## src/rtl/cmd_rx_pkg.sv

```systemverilog
`timescale 1ns/1ps
package cmd_rx_pkg;
    localparam int BYTE_W = 8;
    localparam int FLAG_W = 4;
    localparam logic [BYTE_W-1:0] CODE_RESET = 8'h52;

    typedef struct packed {
        logic [BYTE_W-1:0] code;
        logic              code_seen;
        logic [FLAG_W-1:0] flags;
        logic              flag_seen;
    } cmd_hold_t;

    typedef struct packed {
        logic [FLAG_W-1:0] rst;
        logic              reply;
        logic              cmd_v;
        logic [BYTE_W-1:0] code;
    } cmd_out_t;
endpackage

```

## src/rtl/rx_pos_track.sv

```systemverilog
`timescale 1ns/1ps
module rx_pos_track #(
    parameter int ADDR_BYTES = 6,
    parameter int HDR_BYTES  = 14
) (
    input  logic clk,
    input  logic rst_n,
    input  logic beat,
    input  logic last,
    output logic at_check,
    output logic at_code,
    output logic at_flag
);
    localparam int SAT = HDR_BYTES + 2;
    localparam int CW  = $clog2(SAT + 1);

    typedef struct packed {
        logic [CW-1:0] pos;
    } pos_t;

    pos_t st_d, st_q;

    always_comb begin
        st_d = st_q;
        if (beat) begin
            if (last) begin
                st_d.pos = '0;
            end else if (st_q.pos != CW'(SAT)) begin
                st_d.pos = st_q.pos + 1'b1;
            end
        end
    end

    always_ff @(posedge clk or negedge rst_n) begin
        if (!rst_n) begin
            st_q <= '0;
        end else begin
            st_q <= st_d;
        end
    end

    assign at_check = (st_q.pos == CW'(ADDR_BYTES - 1));
    assign at_code  = (st_q.pos == CW'(HDR_BYTES));
    assign at_flag  = (st_q.pos == CW'(HDR_BYTES + 1));
endmodule

```

## src/rtl/rx_addr_check.sv

```systemverilog
`timescale 1ns/1ps
module rx_addr_check
    import cmd_rx_pkg::*;
(
    input  logic              clk,
    input  logic              rst_n,
    input  logic              beat,
    input  logic              last,
    input  logic              at_check,
    input  logic [BYTE_W-1:0] data,
    input  logic [BYTE_W-1:0] local_byte,
    output logic              frame_bad,
    output logic              skip
);
    typedef struct packed {
        logic bad;
        logic skip;
    } chk_t;

    chk_t st_d, st_q;
    logic mismatch;

    always_comb begin
        mismatch  = beat && at_check && (data != local_byte);
        st_d.skip = mismatch;
        st_d.bad  = st_q.bad || mismatch;
        if (beat && last) begin
            st_d.bad = 1'b0;
        end
    end

    always_ff @(posedge clk or negedge rst_n) begin
        if (!rst_n) begin
            st_q <= '0;
        end else begin
            st_q <= st_d;
        end
    end

    assign frame_bad = st_q.bad;
    assign skip      = st_q.skip;
endmodule

```

## src/rtl/rx_cmd_decode.sv

```systemverilog
`timescale 1ns/1ps
module rx_cmd_decode
    import cmd_rx_pkg::*;
(
    input  logic              clk,
    input  logic              rst_n,
    input  logic              beat,
    input  logic              last,
    input  logic              at_code,
    input  logic              at_flag,
    input  logic              frame_bad,
    input  logic [BYTE_W-1:0] data,
    output cmd_out_t          out
);
    cmd_hold_t hold_d, hold_q;
    cmd_out_t  out_d, out_q;

    logic [BYTE_W-1:0] code_now;
    logic              code_seen_now;
    logic [FLAG_W-1:0] flags_now;
    logic              flag_seen_now;

    always_comb begin
        hold_d = hold_q;
        out_d  = out_q;
        out_d.rst   = '0;
        out_d.reply = 1'b0;
        out_d.cmd_v = 1'b0;

        code_now      = (beat && at_code) ? data : hold_q.code;
        code_seen_now = hold_q.code_seen || (beat && at_code);
        flags_now     = (beat && at_flag) ? data[FLAG_W-1:0] : hold_q.flags;
        flag_seen_now = hold_q.flag_seen || (beat && at_flag);

        if (beat) begin
            hold_d.code      = code_now;
            hold_d.code_seen = code_seen_now;
            hold_d.flags     = flags_now;
            hold_d.flag_seen = flag_seen_now;
            if (last) begin
                hold_d.code_seen = 1'b0;
                hold_d.flag_seen = 1'b0;
                if (!frame_bad && code_seen_now) begin
                    if (code_now == CODE_RESET) begin
                        if (flag_seen_now) begin
                            out_d.rst   = flags_now;
                            out_d.reply = 1'b1;
                        end
                    end else begin
                        out_d.cmd_v = 1'b1;
                        out_d.code  = code_now;
                    end
                end
            end
        end
    end

    always_ff @(posedge clk or negedge rst_n) begin
        if (!rst_n) begin
            hold_q <= '0;
            out_q  <= '0;
        end else begin
            hold_q <= hold_d;
            out_q  <= out_d;
        end
    end

    assign out = out_q;
endmodule

```

## src/rtl/cmd_rx_decoder.sv

```systemverilog
`timescale 1ns/1ps
module cmd_rx_decoder
    import cmd_rx_pkg::*;
#(
    parameter int ADDR_BYTES = 6,
    parameter int HDR_BYTES  = 14
) (
    input  logic              clk,
    input  logic              rst_n,
    input  logic [BYTE_W-1:0] local_mac_lsb,
    input  logic              in_valid,
    input  logic [BYTE_W-1:0] in_data,
    input  logic              in_last,
    output logic              skip_req,
    output logic [FLAG_W-1:0] rst_pulse,
    output logic              reply_req,
    output logic              cmd_valid,
    output logic [BYTE_W-1:0] cmd_code
);
    logic     at_check, at_code, at_flag;
    logic     frame_bad;
    cmd_out_t dec_out;

    rx_pos_track #(
        .ADDR_BYTES (ADDR_BYTES),
        .HDR_BYTES  (HDR_BYTES)
    ) u_pos (
        .clk      (clk),
        .rst_n    (rst_n),
        .beat     (in_valid),
        .last     (in_last),
        .at_check (at_check),
        .at_code  (at_code),
        .at_flag  (at_flag)
    );

    rx_addr_check u_addr (
        .clk        (clk),
        .rst_n      (rst_n),
        .beat       (in_valid),
        .last       (in_last),
        .at_check   (at_check),
        .data       (in_data),
        .local_byte (local_mac_lsb),
        .frame_bad  (frame_bad),
        .skip       (skip_req)
    );

    rx_cmd_decode u_dec (
        .clk       (clk),
        .rst_n     (rst_n),
        .beat      (in_valid),
        .last      (in_last),
        .at_code   (at_code),
        .at_flag   (at_flag),
        .frame_bad (frame_bad),
        .data      (in_data),
        .out       (dec_out)
    );

    assign rst_pulse = dec_out.rst;
    assign reply_req = dec_out.reply;
    assign cmd_valid = dec_out.cmd_v;
    assign cmd_code  = dec_out.code;
endmodule

```

## config.mk

```make
export PLATFORM = sky130hd
export DESIGN_NAME = cmd_rx_decoder
export DESIGN_NICKNAME = d
export VERILOG_FILES = /design/src/rtl/cmd_rx_pkg.sv /design/src/rtl/rx_pos_track.sv /design/src/rtl/rx_addr_check.sv /design/src/rtl/rx_cmd_decode.sv /design/src/rtl/cmd_rx_decoder.sv
export SDC_FILE = /design/constraint.sdc
export NUM_CORES = 1
export LEC_CHECK = 0
export ABC_CLOCK_PERIOD_IN_PS = 1900
export CORE_MARGIN = 1
export CORE_UTILIZATION = 50
export CTS_CLUSTER_DIAMETER = 200
export DETAILED_ROUTE_END_ITERATION = 8
export DONT_BUFFER_PORTS = 1
export PLACE_DENSITY_LB_ADDON = 0.15
export SLEW_MARGIN = 20
export SYNTH_ARGS = -nofsm -noshare
export SYNTH_HDL_FRONTEND = slang
export SYNTH_SLANG_ARGS = --single-unit
```

## constraint.sdc

```tcl
create_clock -name clk -period 1.9 [get_ports clk]
set_clock_uncertainty 0.15 [all_clocks]
set_input_delay 0.38 -clock clk [delete_from_list [all_inputs] [get_ports clk]]
set_output_delay 0.38 -clock clk [all_outputs]
set_load 0.05 [all_outputs]
```

Yosys cells after proc, flatten, opt, wreduce, memory -nomap -nowiden
Index checks and enable logic that the tools add are counted.
Widths: inputs -> output; s select.
{ "word_totals": {"ff_bits": 35, "inputBits": 20, "output_inout_bits": 15, "wordCells": 45} }
{ "classes": {"add_sub_neg": 1, "eq_ne": 6, "mux": 13, "bitwise": 1, "n_reduce_logical": 13} }
{ "ops": {"columns": ["cell", "n"], "rows": [
  ["$mux 14", 3],
  ["$mux 5", 4],
  ["$eq 5x4->1 const B", 2],
  ["$mux 9", 1],
  ["$eq 8x7->1 const B", 1],
  ["$mux 8", 1],
  ["$ne 8x8->1", 1],
  ["$logic_and 1x1->1", 6],
  ["$add 5x1->5 const B", 1],
  ["$eq 5x3->1 const B", 1],
  ["$ne 5x5->1 const B", 1],
  ["$mux 4", 1],
  ["$reduce_and 4->1", 1],
  ["$logic_or 1x1->1", 3],
  ["$mux 1", 3],
  ["$reduce_and 2->1", 1],
  ["$reduce_bool 2->1", 1],
  ["$logic_not 1->1", 1],
  ["$not 1->1", 1]
]} }

Logic depth before layout (Yosys ltp)
Gate-level depths: netlist of run 1.
{ "logic_depth": {"depth_word": 8, "mapped_depth": 6} }

Modules after synthesis
From an unflattened synthesis of run 1, not the netlist that was laid out.
{ "unflattened": {"cells_unflattened": 122, "hier_area_um2": 1660.3} }
{ "by_module_without_submodules": {"columns": ["mod", "instances", "cells_per_inst", "area_each_um2", "seq_area_each_um2"], "rows": [
  ["rx_cmd_decode", 1, 72, 1133.6, 700.7],
  ["rx_pos_track", 1, 35, 376.6, 125.1],
  ["rx_addr_check", 1, 15, 150.1, 50.0]
]} }

Worst setup path after synthesis of run 1
OpenSTA, ideal clock, no wires.
{ "synth_timing": {"path_kind": "reg2reg", "from": "reg u_pos.st_q[0] in the netlist's numbering", "to": "reg u_dec.out_q, in the netlist u_dec.out[0]", "setup_ns": 0.125, "arrival_ns": 1.614, "t_required_ns": 1.625, "path_slack_ns": 0.011, "stages_incl_launch_ff": 7, "path_cell_list": "dfrtp_1 -> inv_1 -> ha_1 -> and2_4 -> buf_6 -> o2111ai_4 -> mux2_2"} }
{ "synth_between": {"elab_chain_len": 6} }
{ "synth_rtl": {"columns": ["item", "line", "rtl"], "rows": [
  ["from (decl)", "rx_pos_track.sv:21", "pos_t st_d, st_q;"],
  ["from (signal assigned)", "rx_pos_track.sv:38", "st_q <= st_d;"],
  ["$eq 5x4->1 *", "rx_pos_track.sv:43", "assign at_code = (st_q.pos == CW'(HDR_BYTES));"],
  ["$logic_and 1x1->1 *", "rx_cmd_decode.sv:30, rx_cmd_decode.sv:31", null],
  ["$mux 8", "rx_cmd_decode.sv:30", "code_now = (beat && at_code) ? data : hold_q.code;"],
  ["$eq 8x7->1", "rx_cmd_decode.sv:44", "if (code_now == CODE_RESET) begin"],
  ["$not 1->1 (no source line)", null, null],
  ["$reduce_and 4->1 (no source line)", null, null],
  ["to (signal assigned)", "rx_cmd_decode.sv:64", "out_q <= out_d;"],
  ["to (decl)", "rx_cmd_decode.sv:16", "cmd_out_t out_d, out_q;"]
]} }
Mark *: on every way between the ends. The rest lies on a longest branch, timed or not.
A chain may end at the register's enable or synchronous reset.

==> results of run 1 <==
## worst paths after layout
kind | slack (ns) | cells past startpoint | end | startpoint
max | 0.05 | 6 | u_dec.out[11]$_DFF_PN0_ | u_pos.st_q[0]$_DFFE_PN0P_
max reg2reg | 0.05 | 6 | u_dec.out[11]$_DFF_PN0_ | u_pos.st_q[0]$_DFFE_PN0P_
min in group asynchronous | 0.33 | 2 | u_dec.hold_q[3]$_DFFE_PN0P_ | rst_n
max in group asynchronous | 1.09 | 2 | u_addr.skip$_DFF_PN0_ | rst_n
min | 0.05 | 1 | u_dec.hold_q[2]$_DFFE_PN0P_ | in_data[1]
min reg2reg | 0.35 | 1 | u_dec.hold_q[2]$_DFFE_PN0P_ | u_dec.hold_q[2]$_DFFE_PN0P_
## final cells by class
cell class / count / area (um2) / area share, %
multi-input combinational: 79 / 723 / 38.2
timing repair buffer: 18 / 168 / 8.85
tap: 44 / 55.1 / 2.91
clock buffer: 6 / 41.3 / 2.18
inverter: 5 / 18.8 / 0.991
clock inverter: 2 / 12.5 / 0.661
sequential: 35 / 876 / 46.2
## logic make-up (layout without fill, tap and decap cells)
family	after synthesis	count (layout)	share of synthesized area, %
flip-flops	35	35	54.8
AND/OR/NAND/NOR	30	31	12.3
multiplexers	21	21	14.7
AO/OA/AOI/OAI	14	14	7.36
XOR/XNOR	8	8	4.38
buffers and inverters	7	31	2.58
adder cells (fa/ha/maj)	5	5	3.91
## critical path, stage by stage (launching register included)
cell and delay, ns:
dfrtp_1 0.44, ha_2 0.21, and3_1 0.15, ha_2 0.18
nand2_2 0.11, mux2_2 0.35, nor4b_2 0.16
## layer usage
| layer | up-vias | track usage, % |
|---|---|---|
| met3 | 6 | 7.03 |
| met4 | 0 | 9.18 |
| met5 | - | 0 |
| met1 | 504 | 28.6 |
| met2 | 22 | 29.9 |
| li1 | 482 | - |
## Yosys cell counts
cell type	n	area, um2
ha_1	5	62.6
o41ai_1	1	8.76
nor2_1	1	3.75
dfrtp_1	35	876
nor4_1	2	12.5
and2_4	1	8.76
nor3b_1	1	7.51
and2_1	1	6.26
o21ai_0	1	5.00
buf_6	2	22.5
a21o_2	1	8.76
a21oi_1	2	10.0
a211oi_1	1	7.51
nand2b_1	1	6.26
mux2i_1	1	10.0
a21boi_0	1	7.51
nor4bb_1	2	20.0
a21o_1	1	7.51
nor3_1	2	10.0
o21a_1	3	22.5
and4b_4	1	13.8
o31ai_1	1	7.51
and3_1	1	6.26
o2111ai_4	1	26.3
mux2_2	20	225
nor2b_1	1	6.26
nand3_1	2	10.0
xor2_1	8	70.1
nand4_1	1	6.26
inv_1	5	18.8
nand2_1	7	26.3
o22ai_1	1	6.26
nor4b_1	6	52.6
## registers in the layout, indices dropped and copies added, names as in the netlist
signal and flops:
u_addr.skip 1, u_addr.frame_bad 1, u_dec.out 14, u_dec.hold_q 14, u_pos.st_q 5
## power by group through the flow
stage	logic (W)	clock network, W	registers, W
4_1_cts	0.000150	0.000409	0.000789
5_1_grt	0.000174	0.000436	0.000793
3_3_place_gp	0.000113	0	0.000801
3_5_place_dp	0.000117	0	0.000803
6_report	0.000153	0.000383	0.000790
2_1_floorplan	0.0000708	0	0.000804
## what timing repair did
action                                 CTS  global route
pin swaps                                1             3
gates resized for setup                  3             6
setup buffers                            1             1
hold buffers                             4             0
endpoints found under the hold margin   38             0
setup endpoints to repair               12            12
cloned                                   1             0
## per-stage QoR
stage / area (um2) / total power (W) / hold WS (ns) / setup slack, ns / instances
after floorplan: 1600 / 0.000875 / -0.0656 / 0.0109 / 120
after global placement: 1730 / 0.000914 / -0.0643 / -0.0146 / 174
after detailed placement: 1730 / 0.000920 / -0.0642 / -0.0433 / 174
after CTS: 1860 / 0.00135 / 0.0294 / 0.00472 / 188
after global routing: 1890 / 0.00140 / 0.0275 / -0.0324 / 189
final: 1890 / 0.00133 / 0.0483 / 0.0464 / 189
==> impl_metrics.py, run 1 <==
metrics = {
    "outcome": {
        "outcome": "completed",
    },
    "floorplanning": {
        "start_util_pct": 52.4,
        "core_area_um2": 3050,
        "die-area_um2": 3430,
        "rows": 20,
        "ios": 35,
        "die_x_um": 58.6,
        "die_h_um": 58.6,
    },
    "sta": {
        "fin_crit_sh_pct": 97.6,
        "grt_setup_unrepaired": "yes",
        "slew_headroom_pct": 68.0,
        "fin_crit_ns": 1.85,
        "tns_ns": 0,
        "finalHoldViolCount": 0,
        "slew_violations": 0,
        "setup_viol": 0,
        "worst_pin_slew_ns": 0.480,
        "max_freq_mhz": 539,
    },
    "worst_setup_path": {
        "worstPathRequired_ns": 1.98,
        "path_max_fanout": 4,
        "crit_path_start_kind": "register",
        "crit_arrival_ns": 1.93,
        "endpoint_kind": "register",
        "worstSetupPathType": "reg2reg",
    },
    "detailed_routing": {
        "highest_layer": "met4",
        "drt_iter0_markers": 43,
        "first_pass_iters": 3,
        "wl_per_cell_um": 16.2,
        "wl_met3_um": 169,
        "drc": 0,
        "wl_met2_um": 1440,
        "vias": 1014,
        "drt_wl_total_um": 3060,
        "antenna_left": 0,
        "drt-vias-per-instance": 5.37,
        "drt-met1-wl_um": 1400,
    },
    "pwr": {
        "p_per_area_nw_per_um2": 700,
        "switching_share_pct": 25.1,
        "ir_drop_uv": 419,
        "power.internal_w": 0.000993,
        "power.switching_w": 0.000333,
        "static-leakage-power_nw": 0.903,
        "clock_power_share_pct": 28.9,
        "pwr-share-comb_pct": 11.5,
        "seqPwrFrac_pct": 59.6,
    },
    "placed_design": {
        "dpl.hpwl_um": 2230,
        "port_buffers": 0,
        "gp_congestion": 0.773,
    },
    "logic_synthesis": {
        "syn-num-nets": 145,
        "avgSynthCellArea_um2": 13.3,
        "ys_ff_latch": 35,
        "synth_warnings": 0,
        "synthCells": 120,
        "ys_seq_area_share_pct": 54.8,
        "synth_cell_type_count": 33,
        "synth_area_um2": 1600,
    },
    "grt": {
        "grt_pass1_wl_um": 5090,
        "grt-ovfl-total": 0,
        "grt_usage_pct": 20.7,
        "antenna_found_initial": 0,
        "grt_pass1_vias": 1074,
        "grt_max_degree": 36,
    },
    "clock_network": {
        "clock_sinks": 35,
        "clk_pin_slew_ns": 0.10,
        "cts-root-buf": "clkbuf_4",
        "htreeDepth": 2,
        "cts_made_buffers": 5,
        "clock_latency_ns": 0.34,
        "cts_tree": "built",
        "cts_buffer_depth": 2,
    },
    "cells_and_area": {
        "fill_cells": 268,
        "syn_to_final_growth_pct": 18.5,
        "layout_common_cells": "dfrtp_1, mux2_2, buf_4, xor2_1",
        "final_common_cell": "dfrtp_1",
        "fin_nets": 169,
        "drive_above_1_share_pct": 37.9,
        "diodes": 0,
        "final_util_pct": 62.0,
    },
    "job": {
        "max_cap_violations": 0,
    },
    "min_path": {
        "hp-class": "in2reg",
    },
}
(Power assumes the default switching activity.)
==> run 2: changes to the inputs <==
--- a/config.mk
+++ b/config.mk
@@ -6,8 +6,10 @@
 export NUM_CORES = 1
 export LEC_CHECK = 0
 export ABC_CLOCK_PERIOD_IN_PS = 1900
+export CELL_PAD_IN_SITES_DETAIL_PLACEMENT = 1
+export CELL_PAD_IN_SITES_GLOBAL_PLACEMENT = 1
 export CORE_MARGIN = 1
-export CORE_UTILIZATION = 50
+export CORE_UTILIZATION = 44
 export CTS_CLUSTER_DIAMETER = 200
 export DETAILED_ROUTE_END_ITERATION = 8
 export DONT_BUFFER_PORTS = 1
==> run 2 against run 1 <==
The run now ends with negative setup slack left; critical path depth fell by 1; first-iteration DRC count is 53% lower; setup slack lost 0.065 ns; combinational power grew 9%; clock power grew 45%; die area rose by 13%; non-clock buffer count rose by 2; register-to-register slack got worse by 0.07 ns; cell count increased by 2.1%; clock-buffer cell count unchanged; via count is 3.0% higher; sequential power is essentially flat; critical path type unchanged; highest routed layer unchanged.
==> impl_metrics.py, run 2 (synthesized netlist as in run 1, its figures left out) <==
metrics = {
    "grt": {
        "antenna_found_initial": 0,
        "grt_usage_pct": 20.1,
        "grt_pass1_wl_um": 5870,
        "grt-ovfl-total": 0,
        "grt_pass1_vias": 1151,
        "grt_max_degree": 36,
    },
    "cells_and_area": {
        "syn_to_final_growth_pct": 25.3,
        "final_util_pct": 58.6,
        "layout_common_cells": "dfrtp_1, buf_4, mux2_2, xor2_1, mux2_4",
        "final_area_um2": 2000,
        "drive_above_1_share_pct": 42.2,
        "diodes": 0,
        "final-instance-count-excl-fill": 193,
        "fin_nets": 171,
        "final_common_cell": "dfrtp_1",
    },
    "sta": {
        "fin_crit_sh_pct": 101,
        "slew_headroom_pct": 66.4,
        "worst_pin_slew_ns": 0.504,
        "slew_violations": 0,
        "setup_viol": 6,
        "max_freq_mhz": 521,
        "grt_setup_unrepaired": "yes",
        "fin_crit_ns": 1.92,
        "setup_ws_ns": -0.0190,
        "finalHoldViolCount": 0,
        "holdWs_ns": 0.0657,
    },
    "floorplanning": {
        "die-area_um2": 3880,
        "rows": 21,
        "die_h_um": 62.3,
        "ios": 35,
        "core_area_um2": 3420,
        "start_util_pct": 46.8,
        "die_x_um": 62.3,
    },
    "placed_design": {
        "port_buffers": 0,
        "dpl.hpwl_um": 2530,
        "gp_congestion": 0.793,
        "dp.cells": 176,
        "dpl-instance-area_um2": 1740,
    },
    "pwr": {
        "power.total_w": 0.00151,
        "static-leakage-power_nw": 0.974,
        "ir_drop_uv": 497,
        "p_per_area_nw_per_um2": 756,
    },
    "detailed_routing": {
        "vias": 1044,
        "drt_wl_total_um": 3590,
        "first_pass_iters": 3,
        "drt_iter0_markers": 20,
        "drc": 0,
        "wl_per_cell_um": 18.6,
        "antenna_left": 0,
        "drt-vias-per-instance": 5.41,
    },
    "outcome": {
        "violations": "negative setup slack",
        "outcome": "finished, violations left",
    },
    "worst_setup_path": {
        "ff2ff_path_depth": 5,
        "endpoint_kind": "register",
        "reg2reg_to": "u_dec.out[1]$_DFFE_PN0P_",
        "worstSetupPathType": "reg2reg",
        "regToRegSetupSlack_ns": -0.02,
        "worstPathRequired_ns": 1.96,
        "rr_startpoint": "u_dec.hold_q[9]$_DFFE_PN0P_",
        "crit_path_start_kind": "register",
        "path_max_fanout": 8,
        "crit_arrival_ns": 1.98,
    },
    "clock_network": {
        "cts_made_buffers": 5,
        "cts_tree": "built",
        "htreeDepth": 2,
        "clock_sinks": 35,
        "cts_buffer_depth": 2,
        "clock_latency_ns": 0.32,
        "cts-root-buf": "clkbuf_4",
        "clk_pin_slew_ns": 0.11,
    },
    "min_path": {
        "hp-class": "in2reg",
        "hp-start": "in_data[2]",
        "hold_depth": 1,
        "holdPathEnd": "u_dec.hold_q[3]$_DFFE_PN0P_",
    },
    "job": {
        "max_cap_violations": 0,
    },
}
[run 2: changes by cell type in the layout (fill, tap and decap cells not counted), moves of 2 or more]
cell	change
mux2_2	-8
mux2_4	+8
nor4b_2	+4
nor4b_1	-3
buf_4	+2
nand2_2	-2
[run 2: power by group]
group	internal [W]	switching, W
registers	0.000769	0.0000211
logic	0.0000874	0.0000794
clock network	0.000311	0.000246
total	0.00117	0.000347
[run 2: how the worst max path moves through the flow]
stage	startpoint	to	slack, ns	cells after the start
2_1_floorplan	u_pos.st_q[0]$_DFFE_PN0P_	u_dec.out[0]$_DFFE_PN0P_	0.01	6
3_3_place_gp	u_dec.hold_q[6]$_DFFE_PN0P_	u_dec.out[7]$_DFFE_PN0P_	-0.06	5
3_5_place_dp	u_dec.hold_q[6]$_DFFE_PN0P_	u_dec.out[1]$_DFFE_PN0P_	-0.11	5
4_1_cts	u_pos.st_q[0]$_DFFE_PN0P_	u_dec.out[1]$_DFFE_PN0P_	-0.01	6
5_1_grt	u_pos.st_q[0]$_DFFE_PN0P_	u_dec.out[1]$_DFFE_PN0P_	-0.04	6
6_report	u_dec.hold_q[9]$_DFFE_PN0P_	u_dec.out[1]$_DFFE_PN0P_	-0.02	5
[run 2: per-layer routing]
layer  GRT usage [%]  up-vias  wire length [um]
met4            7.27        0                55
met1            26.4      534              1670
met5               0        -                 0
met3            4.96        6               113
li1                -      483                 -
met2            32.1       21              1760
[run 2: what timing repair did]
| item | CTS | global route |
|---|---|---|
| buffers inserted | 2 | 2 |
| gates resized for setup | 6 | 16 |
| hold buffers | 4 | 0 |
| cloned | 1 | 0 |
| pin swaps | 3 | 5 |
| endpoints found under the setup margin | 14 | 12 |
| endpoints found under the hold margin | 38 | 0 |
[run 2: layout make-up]
| type | count | area (um2) |
|---|---|---|
| clock buffers | 6 | 51.3 |
| fillers | 340 | 1410 |
| clock inverters | 2 | 35.0 |
| repair buffers | 20 | 183 |
| inverters | 5 | 18.8 |
| multi-input cells | 79 | 782 |
| flip-flops and latches | 35 | 876 |
| well taps | 46 | 57.6 |
[run 2: metrics by stage]
step | setup WS [ns] | setup TNS [ns]
floorplan | 0.0109 | 0
global placement | -0.0611 | -0.567
detailed placement | -0.113 | -0.983
CTS | -0.0115 | -0.0148
global route | -0.0406 | -0.278
finish | -0.0190 | -0.0443
[run 2: critical path: stages (launching register included)]
cell       delay, ns
dfrtp_1         0.39
nor4b_2         0.34
nand2_1         0.17
o2111ai_4       0.27
buf_12          0.17
mux2_4          0.30
